<file path="src/rtl/mdio_pkg.sv">
`timescale 1ns/1ps
package mdio_pkg;
  typedef enum logic [1:0] {
    OP_NONE = 2'd0,
    OP_WR   = 2'd1,
    OP_RD   = 2'd2,
    OP_BAD  = 2'd3
  } mdio_op_e;

  localparam int PRE_LEN   = 32;
  localparam int DATA_LEN  = 16;
  localparam int FRAME_LEN = 64;
  localparam int DRV_LEN   = FRAME_LEN - DATA_LEN - 2;  // bits driven during a read
  localparam int IDLE_BIT  = 12;

  localparam logic [2:0] OFS_CMD  = 3'h0;
  localparam logic [2:0] OFS_WDAT = 3'h2;
  localparam logic [2:0] OFS_RDAT = 3'h4;
endpackage

</file>
<file path="src/rtl/mdio_clk_div.sv">
`timescale 1ns/1ps
module mdio_clk_div #(
  parameter int CLK_DIV_HALF = 20
) (
  input  logic clk_i,
  input  logic rst_ni,
  input  logic en_i,
  output logic mdc_o,
  output logic rise_o,
  output logic fall_o
);
  localparam int CW = (CLK_DIV_HALF > 1) ? $clog2(CLK_DIV_HALF) : 1;

  logic [CW-1:0] cnt_q;
  logic          wrap;

  assign wrap   = en_i && (cnt_q == CW'(CLK_DIV_HALF - 1));
  assign rise_o = wrap && !mdc_o;
  assign fall_o = wrap && mdc_o;

  always_ff @(posedge clk_i or negedge rst_ni) begin
    if (!rst_ni) begin
      cnt_q <= '0;
      mdc_o <= 1'b0;
    end else if (!en_i) begin
      cnt_q <= '0;
      mdc_o <= 1'b0;
    end else if (wrap) begin
      cnt_q <= '0;
      mdc_o <= ~mdc_o;
    end else begin
      cnt_q <= cnt_q + 1'b1;
    end
  end
endmodule

</file>
<file path="src/rtl/mdio_frame_eng.sv">
`timescale 1ns/1ps
module mdio_frame_eng
  import mdio_pkg::*;
(
  input  logic                clk_i,
  input  logic                rst_ni,
  input  logic                start_i,
  input  mdio_op_e            op_i,
  input  logic [4:0]          phy_i,
  input  logic [4:0]          regn_i,
  input  logic [DATA_LEN-1:0] wdata_i,
  input  logic                rise_i,
  input  logic                fall_i,
  input  logic                mdio_i,
  output logic                busy_o,
  output logic                mdio_o,
  output logic                mdio_oe_o,
  output logic                done_rd_o,
  output logic [DATA_LEN-1:0] rdata_o
);
  localparam int IW = $clog2(FRAME_LEN);

  logic [FRAME_LEN-1:0] shift_q;
  logic [IW-1:0]        idx_q;
  logic                 rd_q;
  logic                 busy_q;
  logic [DATA_LEN-1:0]  rx_q;
  logic [DATA_LEN-1:0]  payload;
  logic                 last;

  assign payload   = (op_i == OP_RD) ? '0 : wdata_i;
  assign last      = (idx_q == IW'(FRAME_LEN - 1));
  assign busy_o    = busy_q;
  assign mdio_oe_o = busy_q && (!rd_q || (idx_q < IW'(DRV_LEN)));
  assign mdio_o    = mdio_oe_o && shift_q[FRAME_LEN-1];
  assign done_rd_o = busy_q && rd_q && fall_i && last;
  assign rdata_o   = rx_q;

  always_ff @(posedge clk_i or negedge rst_ni) begin
    if (!rst_ni) begin
      shift_q <= '0;
      idx_q   <= '0;
      rd_q    <= 1'b0;
      busy_q  <= 1'b0;
      rx_q    <= '0;
    end else if (!busy_q) begin
      if (start_i) begin
        shift_q <= {{PRE_LEN{1'b1}}, 2'b01, op_i, phy_i, regn_i, 2'b10, payload};
        idx_q   <= '0;
        rd_q    <= (op_i == OP_RD);
        busy_q  <= 1'b1;
      end
    end else begin
      // sample on rising MDC during the read data phase
      if (rise_i && rd_q && (idx_q >= IW'(FRAME_LEN - DATA_LEN)))
        rx_q <= {rx_q[DATA_LEN-2:0], mdio_i};
      // advance on falling MDC
      if (fall_i) begin
        if (last) begin
          busy_q <= 1'b0;
        end else begin
          idx_q   <= idx_q + 1'b1;
          shift_q <= {shift_q[FRAME_LEN-2:0], 1'b0};
        end
      end
    end
  end
endmodule

</file>
<file path="src/rtl/mgmt_mdio_master.sv">
`timescale 1ns/1ps
module mgmt_mdio_master
  import mdio_pkg::*;
#(
  parameter int CLK_DIV_HALF = 20
) (
  input  logic        clk_i,
  input  logic        rst_ni,
  input  logic [2:0]  reg_addr_i,
  input  logic        reg_we_i,
  input  logic [15:0] reg_wdata_i,
  output logic [15:0] reg_rdata_o,
  output logic        mdc_o,
  output logic        mdio_o,
  output logic        mdio_oe_o,
  input  logic        mdio_i
);
  logic [11:0]         cmd_q;
  logic [15:0]         wdat_q;
  logic [DATA_LEN-1:0] rdat_q;
  logic                busy_w;
  logic                cmd_wr_w;
  logic                accept_w;
  logic                rise_w;
  logic                fall_w;
  logic                done_rd_w;
  logic [DATA_LEN-1:0] eng_rdata_w;
  mdio_op_e            op_w;

  assign op_w     = mdio_op_e'(reg_wdata_i[11:10]);
  assign cmd_wr_w = reg_we_i && (reg_addr_i == OFS_CMD);
  assign accept_w = cmd_wr_w && !busy_w && ((op_w == OP_RD) || (op_w == OP_WR));

  always_ff @(posedge clk_i or negedge rst_ni) begin
    if (!rst_ni) begin
      cmd_q  <= '0;
      wdat_q <= '0;
      rdat_q <= '0;
    end else begin
      if (accept_w) cmd_q <= reg_wdata_i[11:0];
      if (reg_we_i && (reg_addr_i == OFS_WDAT)) wdat_q <= reg_wdata_i;
      if (done_rd_w) rdat_q <= eng_rdata_w;
    end
  end

  always_comb begin
    reg_rdata_o = '0;
    case (reg_addr_i)
      OFS_CMD:  reg_rdata_o = {3'b000, !busy_w, cmd_q};
      OFS_WDAT: reg_rdata_o = wdat_q;
      OFS_RDAT: reg_rdata_o = rdat_q;
      default:  reg_rdata_o = '0;
    endcase
  end

  mdio_clk_div #(.CLK_DIV_HALF(CLK_DIV_HALF)) u_div (
    .clk_i  (clk_i),
    .rst_ni (rst_ni),
    .en_i   (busy_w),
    .mdc_o  (mdc_o),
    .rise_o (rise_w),
    .fall_o (fall_w)
  );

  mdio_frame_eng u_eng (
    .clk_i     (clk_i),
    .rst_ni    (rst_ni),
    .start_i   (accept_w),
    .op_i      (op_w),
    .phy_i     (reg_wdata_i[9:5]),
    .regn_i    (reg_wdata_i[4:0]),
    .wdata_i   (wdat_q),
    .rise_i    (rise_w),
    .fall_i    (fall_w),
    .mdio_i    (mdio_i),
    .busy_o    (busy_w),
    .mdio_o    (mdio_o),
    .mdio_oe_o (mdio_oe_o),
    .done_rd_o (done_rd_w),
    .rdata_o   (eng_rdata_w)
  );
endmodule

</file>
<file path="config.mk">
export PLATFORM = sky130hd
export DESIGN_NAME = mgmt_mdio_master
export DESIGN_NICKNAME = d
export VERILOG_FILES = /design/src/rtl/mdio_pkg.sv /design/src/rtl/mdio_clk_div.sv /design/src/rtl/mdio_frame_eng.sv /design/src/rtl/mgmt_mdio_master.sv
export SDC_FILE = /design/constraint.sdc
export NUM_CORES = 1
export LEC_CHECK = 0
export BUFFER_PORTS_ARGS = -buffer_cell sky130_fd_sc_hd__buf_2
export CAP_MARGIN = 20
export CORE_MARGIN = 5
export CORE_UTILIZATION = 40
export DETAILED_ROUTE_END_ITERATION = 8
export SLEW_MARGIN = 20
export SYNTH_ARGS = -nofsm -noshare
export SYNTH_HDL_FRONTEND = slang
export SYNTH_SLANG_ARGS = --single-unit
</file>
<file path="constraint.sdc">
create_clock -name clk_i -period 4.95 [get_ports clk_i]
set_clock_uncertainty 0.1 [all_clocks]
set_input_delay 0.495 -clock clk_i [delete_from_list [all_inputs] [get_ports clk_i]]
set_output_delay 0.495 -clock clk_i [all_outputs]
set_load 0.02 [all_outputs]
</file>
==> impl_metrics.tcl, run 1 <==
set metrics [dict create \
    status "completed" \
    cp-end-kind "primary output" \
    pre_cts_slack_ps 2045 \
    timing.slew.headroom_pct 34.48 \
    top_usage_layer "met2" \
    die_height_um 134.2 \
    path_cells "buf_4 > nor2_1 > a21oi_1 > a2bb2oi_1 > nor2_1 > buf_2" \
    register_area_um2 3455 \
    synthesis.area_um2 6175 \
    initial_core_util_pct 40.77 \
    cellLeakagePower_nw 3.207 \
    grt_max_degree 106 \
    gp_congestion 0.7446 \
    synth_seq_cells 138 \
    drt_first_pass_iters 5 \
    grt_pass1_vias 4164 \
    area_delta_synth_final_pct 14.75 \
    dieWidth_um 134.2 \
    synth_area_per_cell_um2 10.43 \
    synth_top_area_share_pct 55.93 \
    routed_wl_um 13140 \
    p_int_mw 2.001 \
    dpl.hpwl_um 8375 \
    cts_buffer_depth 2 \
    fin_area_um2 7086 \
    path_max_fanout 30 \
    cp.arrival_ps 2140 \
    multi_input_comb_area_um2 2512 \
    placed_cell_area_um2 6485 \
    setup-violations-final 0 \
    worst-slew-pin-transition_ps 982.8 \
    cts_hold_buffers 0 \
    grtUsageTotal_pct 15.28 \
    yosysTopAreaCell "dfrtp_1" \
    fp.dieArea_um2 18020 \
    async_reset_ff_share_pct 100.0 \
    dp_cells 783 \
    cp_slowest_cell "dfrtp_2" \
    cts_tree "built" \
    maxCapViolCount 0 \
    cts_resized 0 \
    p_seq_share_pct 46.9 \
    core-area_um2 15150 \
    synth_ff_type "dfrtp_1" \
    grt_use_met1_pct 21.60 \
    swShare_pct 21.61 \
    ys_types 41 \
    cts_buffers 17 \
    layout.nets 641 \
    final_cells 815 \
    ys_seq_area_share_pct 55.93 \
    p_comb_share_pct 4.6 \
    avgRoutedWirePerCell_um 16.12 \
    ant_nets 0 \
    p_switching_uw 551.7 \
    finalSetupTns_ps 0 \
    drtIter0Drc 387 \
    synthCells 592 \
    root_buffer "clkbuf_16" \
    final_util_pct 46.78 \
    slowest_delay_ps 660 \
    rsz0062_at_grt "false" \
    cts_setup_buffers 0 \
    p_clk_share_pct 48.5 \
    synth_edf_count 0 \
    n_fill_cell 1377 \
    num_antenna_cells 0 \
    clock_sinks 138 \
    cp-start-kind "flop" \
    grt_overflow 0 \
    slew_viol_final 0 \
    io_pins 42 \
    fin_ws_ps 2218 \
    vdd_ir_drop_max_mv 0.2707 \
    max_freq_mhz 366.0 \
    hold_class "primary input to async pin" \
    yosysWarnings 0 \
    fin_crit_ps 2732 \
    grt_util_met2_pct 22.68 \
    layout_commonest_cell "dfrtp_1" \
    hold_ws_ps 46.08 \
    met3_usage_pct 5.064 \
    clkLatencyLatePin_ps 420 \
    final_cell_mix "137 x dfrtp_1, 101 x nor2_1, 55 x a21oi_1, 42 x nand2_1, 40 x buf_2" \
    crit_type "flop to primary output" \
    synth_nets 618 \
    grt_first_pass_wirelength_um 21890 \
    h-tree-depth 4 \
    powerDensity_nw_per_um2 360.3 \
    hold_viol_final 0 \
    path_clk_slew_ps 50 \
    vias_per_cell 5.319 \
    synth_area_leaders "dfrtp_1 56%, mux2_2 6.9%, nor2_1 6.1%" \
    fin_crit_sh_pct 55.19 \
    power_mw 2.553 \
    drc 0 \
    row_count 45 \
    cp_common_cell "nor2_1" \
    io_buffers 41 \
    drive_gt1_share_pct 21.69 \
    vias 4335 \
    cp.required_ps 4360 \
    antenna_found_initial 0 \
]
## cell families (layout without fill, tap and decap cells)
group,after synthesis,after routing,synth area share (%)
flip-flops,138,138,55.93
adder cells (fa/ha/maj),3,3,0.6080
AND/OR/NAND/NOR,211,211,15.62
AO/OA/AOI/OAI,113,113,10.21
XOR/XNOR,2,2,0.2837
buffers and inverters,51,86,3.769
multiplexers,74,74,13.58
## metal layers
metal,share of wire [%],wire length [um]
met4,0.63,83
met5,0,0
met1,48,6338
met3,4.1,542
met2,47,6176
## power by group through the flow
stage / Combinational (mW) / Clock [mW] / Sequential, mW
5_1_grt: 0.133 / 1.32 / 1.20
4_1_cts: 0.121 / 1.26 / 1.20
3_5_place_dp: 0.120 / 0 / 1.22
2_1_floorplan: 0.0680 / 0 / 1.20
6_report: 0.118 / 1.24 / 1.20
3_3_place_gp: 0.117 / 0 / 1.22
## registers in the layout, summed over array words and instances (netlist names)
name           flops
u_eng.rdata_o     16
wdat_q            16
u_div.mdc_o        1
u_eng.shift_q     64
u_div.cnt_q        5
u_eng.busy_o       1
cmd_q             12
rdat_q            16
u_eng.idx_q        6
u_eng.rd_q         1
## critical path, delay by kind of cell, from the launching register on
family / cells / cell delay [ps]
flops: 1 / 660
buf+inv: 2 / 580
compound gates: 2 / 350
simple gates: 2 / 120
## synth_stat cells (10+ instances only)
library cell	number
a22oi_1	10
nand2_1	42
mux2_4	10
a21oi_1	55
buf_2	18
dfrtp_1	138
clkbuf_1	19
mux2_2	38
o21ai_0	37
nor2_1	101
nand3_1	39
mux2i_1	26
## area by class of cell
cell class / count / share of cell area, %
Multi-Input combinational cell: 403 / 35.46
Sequential cell: 138 / 48.76
Timing Repair Buffer: 48 / 3.903
Tap cell: 188 / 3.320
Clock inverter: 8 / 1.307
Inverter: 7 / 0.3708
Clock buffer: 23 / 6.887
## path summary, 6_finish.rpt
kind	from	endpoint	slack, ps	cells past startpoint
max	u_eng.busy_o$_DFF_PN0_	reg_rdata_o[12]	2220	6
min	rst_ni	u_eng.rdata_o[7]$_DFFE_PN0P_	50	1
max reg2reg	u_eng.busy_o$_DFF_PN0_	u_eng.idx_q[3]$_DFFE_PN0P_	2300	5
min reg2reg	u_div.cnt_q[0]$_DFF_PN0_	u_div.cnt_q[0]$_DFF_PN0_	370	1
max in group asynchronous	rst_ni	u_eng.busy_o$_DFF_PN0_	3520	2
min in group clk_i	mdio_i	u_eng.rdata_o[0]$_DFFE_PN0P_	210	2
Note: power is estimated with default switching activity, not from simulation.
==> run 2: changes to the inputs <==
clock period = 2.25 ns   (was 4.95 ns; I/O delays follow)
==> impl_metrics.tcl, run 2 (synthesis gave the netlist of run 1 again) <==
set metrics [dict create \
    status "completed" \
    core-area_um2 15150 \
    clock_sinks 138 \
    grt_max_degree 89 \
    grtUsageTotal_pct 16.36 \
    p_seq_share_pct 47.4 \
    path_clk_slew_ps 60 \
    n_fill_cell 1414 \
    cp_num_buf_inv 4 \
    max_freq_mhz 483.0 \
    final_cell_mix "137 x dfrtp_1, 101 x nor2_1, 55 x a21oi_1, 42 x nand2_1, 40 x buf_2" \
    cp-start-kind "primary input" \
    hold_class "primary input to flop" \
    die_height_um 134.2 \
    drt_first_pass_iters 5 \
    grt_first_pass_wirelength_um 23050 \
    maxCapViolCount 0 \
    vdd_ir_drop_max_mv 0.5187 \
    layout_commonest_cell "dfrtp_1" \
    hold_viol_final 0 \
    cp.arrival_ps 2300 \
    root_buffer "clkbuf_16" \
    fin_crit_ps 2070 \
    cts_buffer_depth 2 \
    powerDensity_nw_per_um2 745.9 \
    routed_wl_um 13830 \
    hold_ws_ps 66.43 \
    drc 0 \
    top_register "u_eng.shift_q" \
    cts_buffers 17 \
    setup-violations-final 0 \
    placed_cell_area_um2 6658 \
    slowest_delay_ps 520 \
    area_delta_synth_final_pct 20.39 \
    h-tree-depth 4 \
    vias_per_cell 5.242 \
    fin_area_um2 7433 \
    path_cells "dlygate4sd3_1 > buf_2 > inv_1 > ha_1 > nor4_2 > nand2b_2 > and2_1 > buf_4 > o21ai_0" \
    initial_core_util_pct 40.77 \
    crit_type "primary input to flop" \
    timing.slew.headroom_pct 65.66 \
    avgRoutedWirePerCell_um 16.25 \
    fin_ws_ps 179.7 \
    io_pins 42 \
    vias 4461 \
    ant_nets 0 \
    p_comb_share_pct 5.4 \
    antenna_found_initial 0 \
    critPathTopFamily "buffers and inverters" \
    p_clk_share_pct 47.1 \
    slew_viol_final 0 \
    finalSetupTns_ps 0 \
    p_switching_mw 1.271 \
    clkLatencyLatePin_ps 420 \
    largest_reg_flops 64 \
    worst-slew-pin-transition_ps 515.1 \
    dieWidth_um 134.2 \
    final_util_pct 49.08 \
    cts_tree "built" \
    drtIter0Drc 231 \
    drive_gt1_share_pct 23.26 \
    grt_pass1_vias 4407 \
    register_area_um2 3455 \
    layout.nets 675 \
    cellLeakagePower_nw 3.360 \
    gp_congestion 0.8032 \
    grt_overflow 0 \
    path_max_fanout 27 \
    io_buffers 41 \
    cp_slowest_cell "dlygate4sd3_1" \
    pre_cts_slack_ps 61.75 \
    rsz0062_at_grt "false" \
    fin_crit_sh_pct 92.01 \
    swShare_pct 22.93 \
    cp-end-kind "flop" \
    p_int_mw 4.273 \
    dpl.hpwl_um 9036 \
    row_count 45 \
    multi_input_comb_area_um2 2516 \
    cp.required_ps 2480 \
    fp.dieArea_um2 18020 \
]
-- run 2: cell types whose count changed in the layout (fill, tap and decap cells not counted), sizes merged --
cell	delta
dlygate4sd3	+18
buf	+16
clkbuf	-2
clkinvlp	+2
bufinv	-1
clkinv	+1
diode	+1
inv	+1
-- run 2: repair_timing --
action	in CTS	in global routing
setup buffers	0	2
endpoints found under the hold margin	133	0
hold buffers	18	0
setup endpoints to repair	0	41
gates resized for setup	0	3
-- run 2: worst paths after layout --
| kind | from | end | slack [ps] | cells after the start |
|---|---|---|---|---|
| setup reg to reg | u_div.cnt_q[0]$_DFF_PN0_ | rdat_q[13]$_DFFE_PN0P_ | 180 | 6 |
| min in group asynchronous | rst_ni | cmd_q[9]$_DFFE_PN0P_ | 150 | 2 |
| hold / removal | reg_addr_i[1] | u_eng.busy_o$_DFF_PN0_ | 70 | 4 |
| hold reg to reg | cmd_q[8]$_DFFE_PN0P_ | cmd_q[8]$_DFFE_PN0P_ | 370 | 2 |
| max in group asynchronous | rst_ni | u_eng.shift_q[35]$_DFFE_PN0P_ | 1180 | 3 |
| setup / recovery | reg_wdata_i[10] | u_eng.shift_q[4]$_DFFE_PN0P_ | 180 | 9 |
-- run 2: final cells by class --
type	count	share of cell area [%]
clock buffers	21	6.194
repair buffers	82	8.652
inverters	7	0.3535
flip-flops and latches	138	46.47
multi-input cells	403	33.85
clock inverters	11	1.279
diodes	1	0.03366
well taps	188	3.164
-- run 2: through the flow --
| step | power [mW] | cells |
|---|---|---|
| after floorplan | 2.792 | 592 |
| after global placement | 2.946 | 798 |
| after detailed placement | 2.953 | 798 |
| after global routing | 5.781 | 850 |
| final | 5.544 | 851 |
| after CTS | 5.608 | 848 |
-- run 2: routing by layer --
layer  vias to the layer above  GRT usage [%]  wire length (um)
li1                       2151              -                 -
met4                         0          5.317               141
met3                        12          4.764               590
met2                        85          24.16              6293
met5                         -              0                 0
met1                      2213          23.24              6801
-- run 2: worst register-to-register path, stage by stage (launching register included) --
cell and delay [ps]:
dfrtp_1 380, ha_1 230, and4bb_2 390, nand4_2 180, nor2_4 170, buf_12 160, mux2_2 340
-- run 2: power by group through the flow --
stage                     sequential, mW  combinational (mW)  clock (mW)
after floorplan                     2.64               0.150           0
after global placement              2.67               0.275           0
after CTS                           2.63               0.307        2.67
after global routing                2.64               0.337        2.81
after detailed placement            2.67               0.281           0
final                               2.63               0.302        2.61
==> run 3: changes to the inputs <==
clock period = 2.06 ns   (was 2.25 ns; I/O delays follow)
==> impl_metrics.tcl, run 3 (synthesis gave the netlist of run 1 again) <==
set metrics [dict create \
    rsz0062_at_grt "false" \
    setup-violations-final 0 \
    slew_viol_final 0 \
    hold_class "primary input to flop" \
    path_clk_slew_ps 60 \
    maxCapViolCount 0 \
    fin_crit_ps 1952 \
    vias 4522 \
    top_register "u_eng.shift_q" \
    gp_congestion 0.7631 \
    final_cell_mix "136 x dfrtp_1, 101 x nor2_1, 55 x a21oi_1, 42 x nand2_1, 40 x buf_2" \
    cp.required_ps 2290 \
    cp.arrival_ps 2180 \
    p_comb_share_pct 5.5 \
    drtIter0Drc 264 \
    p_switching_mw 1.340 \
    slowest_delay_ps 450 \
    cts_buffer_depth 2 \
    h-tree-depth 4 \
    layout_commonest_cell "dfrtp_1" \
    row_count 45 \
    status "completed" \
    worst-slew-pin-transition_ps 524.8 \
    clock_sinks 138 \
    grt_max_degree 76 \
    ant_nets 0 \
    drive_gt1_share_pct 24.10 \
    area_delta_synth_final_pct 22.17 \
    hold_viol_final 0 \
    path_max_fanout 28 \
    cts_tree "built" \
    vdd_ir_drop_max_mv 0.6041 \
    cts_buffers 17 \
    critPathTopFamily "simple AND/OR/NAND/NOR gates" \
    dieWidth_um 134.2 \
    io_buffers 41 \
    p_int_mw 4.724 \
    initial_core_util_pct 40.77 \
    grt_first_pass_wirelength_um 23560 \
    p_seq_share_pct 47.3 \
    crit_type "flop to flop" \
    cp-end-kind "flop" \
    cp_slowest_cell "dfrtp_2" \
    avgRoutedWirePerCell_um 16.41 \
    fp.dieArea_um2 18020 \
    clkLatencyLatePin_ps 420 \
    root_buffer "clkbuf_16" \
    drc 0 \
    final_util_pct 49.81 \
    vias_per_cell 5.283 \
    cp_num_buf_inv 2 \
    io_pins 42 \
    grt_overflow 0 \
    pre_cts_slack_ps -9.378 \
    fin_ws_ps 107.9 \
    p_clk_share_pct 47.2 \
    swShare_pct 22.10 \
    antenna_found_initial 0 \
    grtUsageTotal_pct 16.45 \
    largest_reg_flops 64 \
    die_height_um 134.2 \
    timing.slew.headroom_pct 65.01 \
    core-area_um2 15150 \
    grt_pass1_vias 4559 \
    cellLeakagePower_nw 3.429 \
    powerDensity_nw_per_um2 803.8 \
    max_freq_mhz 512.3 \
    fin_crit_sh_pct 94.76 \
    layout.nets 683 \
    path_cells "buf_4 > nor4_1 > nand2b_2 > and2_1 > buf_12 > o21ai_0" \
    num_antenna_cells 0 \
    dpl.hpwl_um 9019 \
    cp-start-kind "flop" \
    finalSetupTns_ps 0 \
    drt_first_pass_iters 6 \
    routed_wl_um 14040 \
]
run 3: final cells by class:
class,count,area (um^2)
clock buffers,23,488.0
flip-flops and latches,138,3456
multi-input cells,403,2529
well taps,188,235.2
inverters,7,26.28
fillers,1370,7602
repair buffers,90,742.0
clock inverters,7,67.56
run 3: metrics by stage:
stage | power, mW | instances | hold slack (ps) | area, um^2
final | 6.064 | 856 | 29.94 | 7543
after global routing | 6.313 | 856 | 31.26 | 7543
after CTS | 6.135 | 852 | 17.21 | 7473
after detailed placement | 3.227 | 804 | 96.87 | 6728
after global placement | 3.218 | 804 | 94.48 | 6728
after floorplan | 3.049 | 592 | -189.6 | 6175
run 3: path summary, 6_finish.rpt:
check	from	depth (start not counted)	to	slack (ps)
max reg2reg	u_eng.busy_o$_DFF_PN0_	6	u_eng.shift_q[24]$_DFFE_PN0P_	110
min	reg_wdata_i[11]	2	wdat_q[11]$_DFFE_PN0P_	30
max	u_eng.busy_o$_DFF_PN0_	6	u_eng.shift_q[24]$_DFFE_PN0P_	110
min in group asynchronous	rst_ni	2	u_eng.shift_q[22]$_DFFE_PN0P_	210
min reg2reg	u_div.cnt_q[0]$_DFF_PN0_	1	u_div.cnt_q[0]$_DFF_PN0_	360
max in group asynchronous	rst_ni	3	u_eng.rdata_o[12]$_DFFE_PN0P_	1030
run 3: per-layer routing:
metal / track usage, % / vias to the layer above / wire length (um)
met3: 4.164 / 12 / 745
li1: - / 2166 / -
met4: 5.939 / 0 / 156
met5: 0 / - / 0
met2: 24.36 / 103 / 6472
met1: 23.45 / 2241 / 6669
run 3: power by group through the flow:
stage                     combinational [mW]  clock, mW  sequential (mW)
after floorplan                        0.163          0             2.89
after global placement                 0.306          0             2.91
after detailed placement               0.313          0             2.91
after CTS                              0.341       2.93             2.87
after global routing                   0.374       3.06             2.88
final                                  0.335       2.86             2.87
run 3: what timing repair did:
| item | in CTS | in global routing |
|---|---|---|
| hold endpoints to repair | 77 | 0 |
| gates cloned | 0 | 1 |
| hold buffers | 18 | 0 |
| setup buffers | 0 | 3 |
| resized for setup | 3 | 5 |
| endpoints found under the setup margin | 24 | 19 |
